`src/rtl/cap_pkg.sv`:
```
package cap_pkg;
  typedef enum logic [1:0] {
    ST_IDLE,
    ST_ARMED,
    ST_POST,
    ST_DONE
  } cap_state_e;
endpackage

```
`src/rtl/cap_trig.sv`:
```
module cap_trig #(
  parameter int DATA_W = 12,
  parameter int N_CH   = 2,
  parameter int SEL_W  = 1
) (
  input  logic                     clk_i,
  input  logic                     rst_ni,
  input  logic [N_CH*DATA_W-1:0]   sample_i,
  input  logic [SEL_W-1:0]         sel_i,
  input  logic [DATA_W-1:0]        level_i,
  input  logic                     fall_i,
  input  logic                     wr_en_i,
  output logic                     hit_o
);
  logic [DATA_W-1:0] ch [N_CH];
  logic [DATA_W-1:0] cur, prev_q;

  for (genvar g = 0; g < N_CH; g++) begin : g_ch
    assign ch[g] = sample_i[g*DATA_W +: DATA_W];
  end

  always_comb begin
    cur = ch[0];
    for (int k = 0; k < N_CH; k++)
      if (32'(sel_i) == k) cur = ch[k];
  end

  // previous stored value of the watched channel
  always_ff @(posedge clk_i or negedge rst_ni)
    if (!rst_ni)      prev_q <= '0;
    else if (wr_en_i) prev_q <= cur;

  always_comb begin
    if (fall_i)
      hit_o = ($signed(prev_q) > $signed(level_i)) && ($signed(cur) <= $signed(level_i));
    else
      hit_o = ($signed(prev_q) < $signed(level_i)) && ($signed(cur) >= $signed(level_i));
  end
endmodule

```
`src/rtl/cap_mem.sv`:
```
module cap_mem #(
  parameter int WORD_W = 24,
  parameter int ADDR_W = 6
) (
  input  logic              clk_i,
  input  logic              rst_ni,
  input  logic              we_i,
  input  logic [ADDR_W-1:0] waddr_i,
  input  logic [WORD_W-1:0] wdata_i,
  input  logic [ADDR_W-1:0] raddr_i,
  output logic [WORD_W-1:0] rdata_o
);
  localparam int DEPTH = 1 << ADDR_W;
  logic [WORD_W-1:0] mem_q [DEPTH];

  always_ff @(posedge clk_i)
    if (we_i) mem_q[waddr_i] <= wdata_i;

  always_ff @(posedge clk_i or negedge rst_ni)
    if (!rst_ni) rdata_o <= '0;
    else         rdata_o <= mem_q[raddr_i];
endmodule

```
`src/rtl/cap_ctrl.sv`:
```
module cap_ctrl
  import cap_pkg::*;
#(
  parameter int ADDR_W = 6
) (
  input  logic              clk_i,
  input  logic              rst_ni,
  input  logic              valid_i,
  input  logic              arm_i,
  input  logic              force_i,
  input  logic              edge_hit_i,
  input  logic [ADDR_W-1:0] pre_depth_i,
  output cap_state_e        state_o,
  output logic              wr_en_o,
  output logic [ADDR_W-1:0] wr_ptr_o,
  output logic [ADDR_W-1:0] trig_idx_o,
  output logic [ADDR_W-1:0] pre_o,
  output logic [ADDR_W:0]   fill_o,
  output logic              done_o
);
  localparam int FILL_W = ADDR_W + 1;
  localparam int DEPTH  = 1 << ADDR_W;

  cap_state_e        state_q;
  logic [ADDR_W-1:0] wr_ptr_q, trig_q, pre_q, post_q, post_len;
  logic [FILL_W-1:0] fill_q;
  logic              capturing, qualified, fire;

  assign capturing = (state_q == ST_ARMED) || (state_q == ST_POST);
  assign wr_en_o   = valid_i && capturing && !arm_i;
  assign qualified = fill_q >= {1'b0, pre_q};
  // edge needs a previous stored sample, force does not
  assign fire      = qualified && (force_i || (edge_hit_i && (fill_q != '0)));
  assign post_len  = ADDR_W'(DEPTH - 1) - pre_q;

  always_ff @(posedge clk_i or negedge rst_ni) begin
    if (!rst_ni) begin
      state_q  <= ST_IDLE;
      wr_ptr_q <= '0;
      trig_q   <= '0;
      pre_q    <= '0;
      post_q   <= '0;
      fill_q   <= '0;
    end else if (arm_i) begin
      state_q  <= ST_ARMED;
      wr_ptr_q <= '0;
      pre_q    <= pre_depth_i;
      post_q   <= '0;
      fill_q   <= '0;
    end else if (wr_en_o) begin
      wr_ptr_q <= wr_ptr_q + 1'b1;
      if (fill_q != FILL_W'(DEPTH)) fill_q <= fill_q + 1'b1;
      if (state_q == ST_ARMED) begin
        if (fire) begin
          trig_q  <= wr_ptr_q;
          post_q  <= post_len;
          state_q <= (post_len == '0) ? ST_DONE : ST_POST;
        end
      end else begin
        post_q <= post_q - 1'b1;
        if (post_q == ADDR_W'(1)) state_q <= ST_DONE;
      end
    end
  end

  assign state_o    = state_q;
  assign wr_ptr_o   = wr_ptr_q;
  assign trig_idx_o = trig_q;
  assign pre_o      = pre_q;
  assign fill_o     = fill_q;
  assign done_o     = (state_q == ST_DONE);
endmodule

```
`src/rtl/cap_buffer.sv`:
```
module cap_buffer
  import cap_pkg::*;
#(
  parameter int DATA_W = 12,
  parameter int N_CH   = 2,
  parameter int ADDR_W = 6,
  localparam int SEL_W  = (N_CH > 1) ? $clog2(N_CH) : 1,
  localparam int WORD_W = N_CH * DATA_W
) (
  input  logic              clk_i,
  input  logic              rst_ni,
  input  logic              valid_i,
  input  logic [WORD_W-1:0] sample_i,
  input  logic              arm_i,
  input  logic              force_i,
  input  logic [SEL_W-1:0]  src_sel_i,
  input  logic [DATA_W-1:0] level_i,
  input  logic              edge_fall_i,
  input  logic [ADDR_W-1:0] pre_depth_i,
  input  logic [ADDR_W-1:0] rd_addr_i,
  output logic [WORD_W-1:0] rd_data_o,
  output logic              done_o,
  output logic [ADDR_W-1:0] trig_idx_o
);
  cap_state_e        state;
  logic              wr_en, edge_hit;
  logic [ADDR_W-1:0] wr_ptr, pre_q, rd_phys;
  logic [ADDR_W:0]   fill;

  cap_trig #(.DATA_W(DATA_W), .N_CH(N_CH), .SEL_W(SEL_W)) i_trig (
    .clk_i, .rst_ni, .sample_i,
    .sel_i   (src_sel_i),
    .level_i,
    .fall_i  (edge_fall_i),
    .wr_en_i (wr_en),
    .hit_o   (edge_hit)
  );

  cap_ctrl #(.ADDR_W(ADDR_W)) i_ctrl (
    .clk_i, .rst_ni, .valid_i, .arm_i, .force_i,
    .edge_hit_i  (edge_hit),
    .pre_depth_i,
    .state_o     (state),
    .wr_en_o     (wr_en),
    .wr_ptr_o    (wr_ptr),
    .trig_idx_o,
    .pre_o       (pre_q),
    .fill_o      (fill),
    .done_o
  );

  // offset 0 maps to the oldest pre-trigger slot
  assign rd_phys = trig_idx_o - pre_q + rd_addr_i;

  cap_mem #(.WORD_W(WORD_W), .ADDR_W(ADDR_W)) i_mem (
    .clk_i, .rst_ni,
    .we_i    (wr_en),
    .waddr_i (wr_ptr),
    .wdata_i (sample_i),
    .raddr_i (rd_phys),
    .rdata_o (rd_data_o)
  );
endmodule

```
`config.mk`:
```
export PLATFORM = sky130hd
export DESIGN_NAME = cap_buffer
export DESIGN_NICKNAME = d
export VERILOG_FILES = /design/src/rtl/cap_pkg.sv /design/src/rtl/cap_trig.sv /design/src/rtl/cap_mem.sv /design/src/rtl/cap_ctrl.sv /design/src/rtl/cap_buffer.sv
export SDC_FILE = /design/constraint.sdc
export NUM_CORES = 1
export LEC_CHECK = 0
export BUFFER_PORTS_ARGS = -buffer_cell sky130_fd_sc_hd__buf_2
export CAP_MARGIN = 20
export CORE_MARGIN = 3
export CORE_UTILIZATION = 45
export CTS_BUF_LIST = sky130_fd_sc_hd__clkbuf_4 sky130_fd_sc_hd__clkbuf_8
export CTS_CLUSTER_DIAMETER = 50
export DETAILED_ROUTE_END_ITERATION = 16
export HOLD_SLACK_MARGIN = 0.02
export PLACE_DENSITY = 0.58
export SETUP_SLACK_MARGIN = 0.2
export SLEW_MARGIN = 0
export SYNTH_ARGS = -nofsm -noshare
export SYNTH_HDL_FRONTEND = slang
export SYNTH_SLANG_ARGS = --single-unit
```
`constraint.sdc`:
```
create_clock -name clk_i -period 4.27 [get_ports clk_i]
set_input_delay 0.854 -clock clk_i [delete_from_list [all_inputs] [get_ports clk_i]]
set_output_delay 0.854 -clock clk_i [all_outputs]
set_load 0.1 [all_outputs]
```
==> flow_summary.toml, run 1 <==
[cells_and_area]
layout_common_cells = "edfxtp_1, mux4_2, clkbuf_8"
drive_gt1_share_pct = 39.9
finalInstanceArea_um2 = 72900
synthToLayoutAreaGrowth_pct = 16.2
final_common_cell = "edfxtp_1"
nNetsFinal = 3282
fin_cells = 5169

[yosys]
synthCells = 2712
synth_edf_count = 1536
syn_area_um2 = 62700
synth_area_per_cell_um2 = 23.1
yosys.cell_types.count = 54
syn-num-nets = 2815
synth.top_cell.area_share_pct = 73.6
synth_seq_cells = 1605
synth_top_area_cell = "edfxtp_1"
async_flop_share_pct = 4.30
ys_seq_area_share_pct = 76.3
synth_flop_cell = "edfxtp_1"
synth_area_leaders = "edfxtp_1, mux4_2, dfrtp_1"
yosys_warnings = 0

[floorplanning]
die_h_um = 379
start_util_pct = 45.5
coreArea_um2 = 138000
io-pin-count = 86
die_area_um2 = 144000
std_cell_rows = 136
die_x_um = 379

[timing]
slew_viol_final = 0
skew_ps = 40.1
tightest_slew_ps = 1050
min_period_over_period_pct = 94.5
whs_ps = 77.3
final.setup.worst_slack_ps = 235
setup_viol_count_final = 0
slew_headroom_pct = 29.8
rsz0062_at_grt = "yes"
period_needed_ps = 4040
final_hold_viol_count = 0
max_freq_mhz = 248

[worst_setup_path]
r2r_start = "i_ctrl.trig_idx_o[1]$_DFFE_PN0P_"
crit_start = "i_ctrl.trig_idx_o[1]$_DFFE_PN0P_"
critPathTopFamily = "adder cells"
critPathArrivalTime_ps = 4850
criticalPathCategory = "reg -> reg"
cp_slowest_cell = "fa_4"
worstPathCellList = "inv_1 > fa_1 > inv_1 > fa_4 > buf_12 > buf_8 > mux4_2 > mux4_2 > nor2b_1 > a211oi_2 > a21oi_1"
rr_endpoint = "i_mem.rdata_o[12]$_DFF_PN0_"
startpoint_type = "flop"
timing.critical_path.to = "i_mem.rdata_o[12]$_DFF_PN0_"
max_stage_delay_ps = 910
r2r_cells = 11
crit_buf_inv = 4
cp-end-kind = "flop"
critPathMaxFanout = 15
crit_cells = 11
r2r_slack_ps = 230
required_ps = 5080

[placed_design]
dpl.cell_count = 4676
gp_congestion = 0.825
io_buffers = 85
placed_area_um2 = 67200
hpwlAfterDp_mm = 93.3
dp_slack_ps = -876

[global_route]
grt_max_degree = 65
grt_first_pass_wirelength_mm = 233
use_met1_pct = 32.4
grt-busiest-layer = "met2"
globalRouteOverflowTotal = 0
grt_use_met2_pct = 36.8
antenna_found_initial = 14
grt_pass1_vias = 32204
grt.total_usage_pct = 23.4
gr-usage-met3_pct = 5.06

[drt]
route.detailed.drc = 0
via_count = 30640
drt-pass1-iter-count = 5
ant_nets = 0
wl_per_cell_um = 31.9
vias_per_cell = 5.93
wl_mm = 165
drt-initial-drc-count = 3773

[clocking]
clk_latency_ps = 960
cts_buffers = 279
ctsHoldBuffers = 0
path_clk_slew_ps = 60
cts_htree_levels = 5
cts.sinks = 1605
cts_tree = "yes"
cts-root-buf = "clkbuf_8"
cts_buffer_depth = 4

[run]
cap_violations = 0

[power_and_ir_drop]
p_leak_nw = 23.8
vdd.ir_drop.worst_uv = 452
power_density_nw_per_um2 = 578
power_mw = 42.1

[min_path]
hp-class = "in -> async"

[status]
status = "completed"
[flip-flops by register name, indices dropped and copies added, names as in the netlist]
name / cells
i_ctrl.post_q: 6
i_ctrl.trig_idx_o: 6
i_ctrl.pre_o: 6
i_mem.rdata_o: 24
i_ctrl.fill_o: 7
i_trig.prev_q: 12
i_mem.mem_q: 1536
i_ctrl.state_o: 2
i_ctrl.wr_ptr_o: 6
[synth_stat cells (4+ instances only)]
cell type / number
xnor2_1: 11
a21oi_1: 39
mux2_2: 23
nor2_1: 89
o22ai_1: 7
mux2_4: 6
a211oi_1: 24
nand2b_1: 8
o21bai_1: 4
buf_1: 10
clkbuf_1: 68
ha_1: 43
nor3_1: 6
nor2b_1: 30
inv_1: 45
mux2i_1: 30
nand3_1: 12
mux4_2: 480
nor4_1: 4
dfrtp_1: 69
buf_4: 10
nand4_1: 8
buf_6: 11
buf_2: 40
nand2_1: 34
a21o_1: 6
o21ai_0: 8
fa_1: 5
xor2_1: 7
or3_1: 4
edfxtp_1: 1536
[layout make-up]
cell class | count | area, um2
diodes | 5 | 12.5
clock buffers | 377 | 4650
clock inverters | 95 | 631
fillers | 10596 | 65000
inverters | 45 | 169
multi-input cells | 923 | 14300
flip-flops and latches | 1605 | 47900
well taps | 1794 | 2240
repair buffers | 325 | 2960
[where the power goes]
group,switching [mW],internal [mW],total (mW)
clock network,5.95,7.51,13.5
logic,5.92,4.99,10.9
registers,0.304,17.4,17.8
[per-layer routing]
layer  part of all wire [%]  vias up  wire, um
met5                  0.018        -        29
met4                    3.2        4      5300
met3                    8.7      306     14300
met2                     48     1446     79400
met1                     40    16428     65700
li1                       -    12456         -
[through the flow]
stage	util (%)	setup TNS, ps
final	52.9	0
after global routing	52.9	0
after CTS	52.8	0
after detailed placement	48.7	-12550
after global placement	48.7	-12540
after floorplan	-	0
[cells by family after synthesis]
kind of cell    after synthesis  synth area share [%]
compound gates              109                  1.13
xor+xnor                     18                 0.252
fa+ha+maj                    48                  1.02
buf+inv                     184                  1.37
flops                      1605                  76.3
mux                         539                  18.3
simple gates                209                  1.61
[worst reg2reg max path, stage by stage, from the launching register on]
cell and delay (ps):
dfrtp_2 360, inv_1 60, fa_1 510, inv_1 70, fa_4 910, buf_12 190
buf_8 190, mux4_2 310, mux4_2 600, nor2b_1 220, a211oi_2 440, a21oi_1 80
[what timing repair did]
item                                    4_1_cts  5_1_grt
pin swaps                                     4        1
setup buffers                                12        1
endpoints found under the setup margin       13       23
endpoints found under the hold margin         0        0
gates resized for setup                      33        1
cloned                                        2        1
[how the worst min path moves through the flow]
stage,endpoint,slack [ps],cells after the start
floorplan,i_trig.prev_q[11]$_DFFE_PN0P_,480,1
global placement,i_trig.prev_q[11]$_DFFE_PN0P_,490,1
detailed placement,i_trig.prev_q[6]$_DFFE_PN0P_,500,1
CTS,i_trig.prev_q[4]$_DFFE_PN0P_,30,1
global route,i_trig.prev_q[4]$_DFFE_PN0P_,70,1
finish,i_trig.prev_q[4]$_DFFE_PN0P_,80,1
Note: power is estimated with default switching activity, not from simulation.
==> run 2: changes to the inputs <==
--- a/config.mk
+++ b/config.mk
@@ -8,12 +8,11 @@
 export BUFFER_PORTS_ARGS = -buffer_cell sky130_fd_sc_hd__buf_2
 export CAP_MARGIN = 20
 export CORE_MARGIN = 3
-export CORE_UTILIZATION = 45
+export CORE_UTILIZATION = 39
 export CTS_BUF_LIST = sky130_fd_sc_hd__clkbuf_4 sky130_fd_sc_hd__clkbuf_8
 export CTS_CLUSTER_DIAMETER = 50
 export DETAILED_ROUTE_END_ITERATION = 16
 export HOLD_SLACK_MARGIN = 0.02
-export PLACE_DENSITY = 0.58
 export SETUP_SLACK_MARGIN = 0.2
 export SLEW_MARGIN = 0
 export SYNTH_ARGS = -nofsm -noshare
==> run 2 against run 1 <==
  * First-iteration DRC count rose by 6.7%
  * Flip-flop and latch count unchanged
  * Core utilization shrank 7.1 points
  * Clock power down 7%
  * Count of clock-buffer cells in the layout shrank 30
  * Final cell count rose by 6.5%
  * Register-to-register slack got worse by 70 ps
  * Global-route usage down 3.0 points
  * Sequential share of layout area barely moved
  * Design area barely moved
  * Total power is 2.3% lower
  * Combinational power barely moved
  * Largest cell class unchanged
==> flow_summary.toml, run 2 (synthesis results as in run 1) <==
[status]
status = "completed"

[drt]
ant_nets = 0
wl_mm = 167
via_count = 30862
vias_per_cell = 5.61
wl_per_cell_um = 30.3
route.detailed.drc = 0
drt-pass1-iter-count = 5
drt-initial-drc-count = 4025

[run]
cap_violations = 0

[cells_and_area]
fin_cells = 5504
largest_register = "i_mem.mem_q"
reg_top3 = "i_mem.mem_q x1536, i_mem.rdata_o x24, i_trig.prev_q x12"
layout_common_cells = "edfxtp_1, mux4_2, clkbuf_8"
nNetsFinal = 3245
largest_register_ffs = 1536
finalInstanceArea_um2 = 72900
synthToLayoutAreaGrowth_pct = 16.3
drive_gt1_share_pct = 39.6
final_common_cell = "edfxtp_1"

[clocking]
cts.sinks = 1605
cts_buffer_depth = 3
clk_latency_ps = 950
cts-root-buf = "clkbuf_8"
path_clk_slew_ps = 70
cts_tree = "yes"
cts_buffers = 237
cts_htree_levels = 4

[floorplanning]
coreArea_um2 = 159000
std_cell_rows = 146
die_area_um2 = 166000
start_util_pct = 39.4
die_x_um = 407
io-pin-count = 86
die_h_um = 407

[power_and_ir_drop]
vdd.ir_drop.worst_uv = 541
p_leak_nw = 23.6
power_density_nw_per_um2 = 565

[min_path]
hp-class = "in -> reg"

[timing]
slew_viol_final = 0
setup_viol_count_final = 0
min_period_over_period_pct = 96.1
rsz0062_at_grt = "yes"
whs_ps = 130
max_freq_mhz = 244
skew_ps = 55.9
final_hold_viol_count = 0
tightest_slew_ps = 936
period_needed_ps = 4100
slew_headroom_pct = 37.6
final.setup.worst_slack_ps = 168

[placed_design]
io_buffers = 85
gp_congestion = 0.832
hpwlAfterDp_mm = 95.7
dp_slack_ps = -678
placed_area_um2 = 67500
dpl.cell_count = 5026

[worst_setup_path]
required_ps = 5070
startpoint_type = "flop"
critPathMaxFanout = 32
criticalPathCategory = "reg -> reg"
cp-end-kind = "flop"
critPathArrivalTime_ps = 4900

[global_route]
antenna_found_initial = 25
grt_first_pass_wirelength_mm = 237
grt_max_degree = 65
grt_pass1_vias = 32102
grt.total_usage_pct = 20.3
globalRouteOverflowTotal = 0
-- run 2: metal layers --
layer	up-vias	global-route usage [%]	part of all wire, %
li1	12400	-	-
met1	16625	28.0	39
met2	1590	32.8	49
met5	-	0	0
met3	247	4.37	9.4
met4	0	6.00	2.3
-- run 2: per-stage QoR --
stage / utilization (%) / setup TNS, ps / power [mW]
global placement: 42.4 / -9310 / 28.4
finish: 45.8 / 0 / 41.2
floorplan: - / 0 / 24.4
CTS: 45.5 / 0 / 41.2
global route: 45.8 / 0 / 42.7
detailed placement: 42.4 / -9310 / 28.5
-- run 2: area by class of cell --
| cell class | instances | area (um2) |
|---|---|---|
| antenna | 7 | 17.5 |
| clock buffer | 347 | 4260 |
| clock inverter | 101 | 669 |
| fill | 13062 | 86200 |
| inverter | 45 | 169 |
| multi-input combinational | 923 | 14300 |
| sequential | 1605 | 47900 |
| tap | 2146 | 2690 |
| timing repair buffer | 330 | 2920 |
-- run 2: power breakdown --
part	total [mW]	internal [mW]	switching [mW]
combinational	10.8	4.90	5.88
sequential	17.7	17.4	0.280
clock	12.6	6.74	5.91
-- run 2: final timing paths --
kind | endpoint | slack, ps | from | cells past startpoint
max reg2reg | i_mem.rdata_o[15]$_DFF_PN0_ | 170 | i_ctrl.pre_o[1]$_DFFE_PN0P_ | 10
min | i_ctrl.pre_o[5]$_DFFE_PN0P_ | 130 | pre_depth_i[5] | 3
max | i_mem.rdata_o[15]$_DFF_PN0_ | 170 | i_ctrl.pre_o[1]$_DFFE_PN0P_ | 10
min in group asynchronous | i_ctrl.post_q[0]$_DFFE_PN0P_ | 580 | rst_ni | 2
max in group asynchronous | i_mem.rdata_o[12]$_DFF_PN0_ | 2790 | rst_ni | 3
min reg2reg | i_trig.prev_q[3]$_DFFE_PN0P_ | 510 | i_trig.prev_q[3]$_DFFE_PN0P_ | 1
-- run 2: what timing repair did --
| action | CTS | global route |
|---|---|---|
| setup buffers | 0 | 15 |
| pin swaps | 0 | 4 |
| resized for setup | 7 | 20 |
| cloned | 0 | 7 |
| endpoints found under the hold margin | 49 | 0 |
| hold buffers | 1 | 0 |
| endpoints found under the setup margin | 3 | 15 |
-- run 2: critical path, cell delays in order, from the launching register on --
cell and delay [ps]:
dfrtp_1 430, fa_1 520, inv_2 60, fa_4 1010, buf_12 250, mux4_2 330
mux4_2 530, nor2b_1 160, a211oi_1 330, buf_4 230, a21oi_1 50
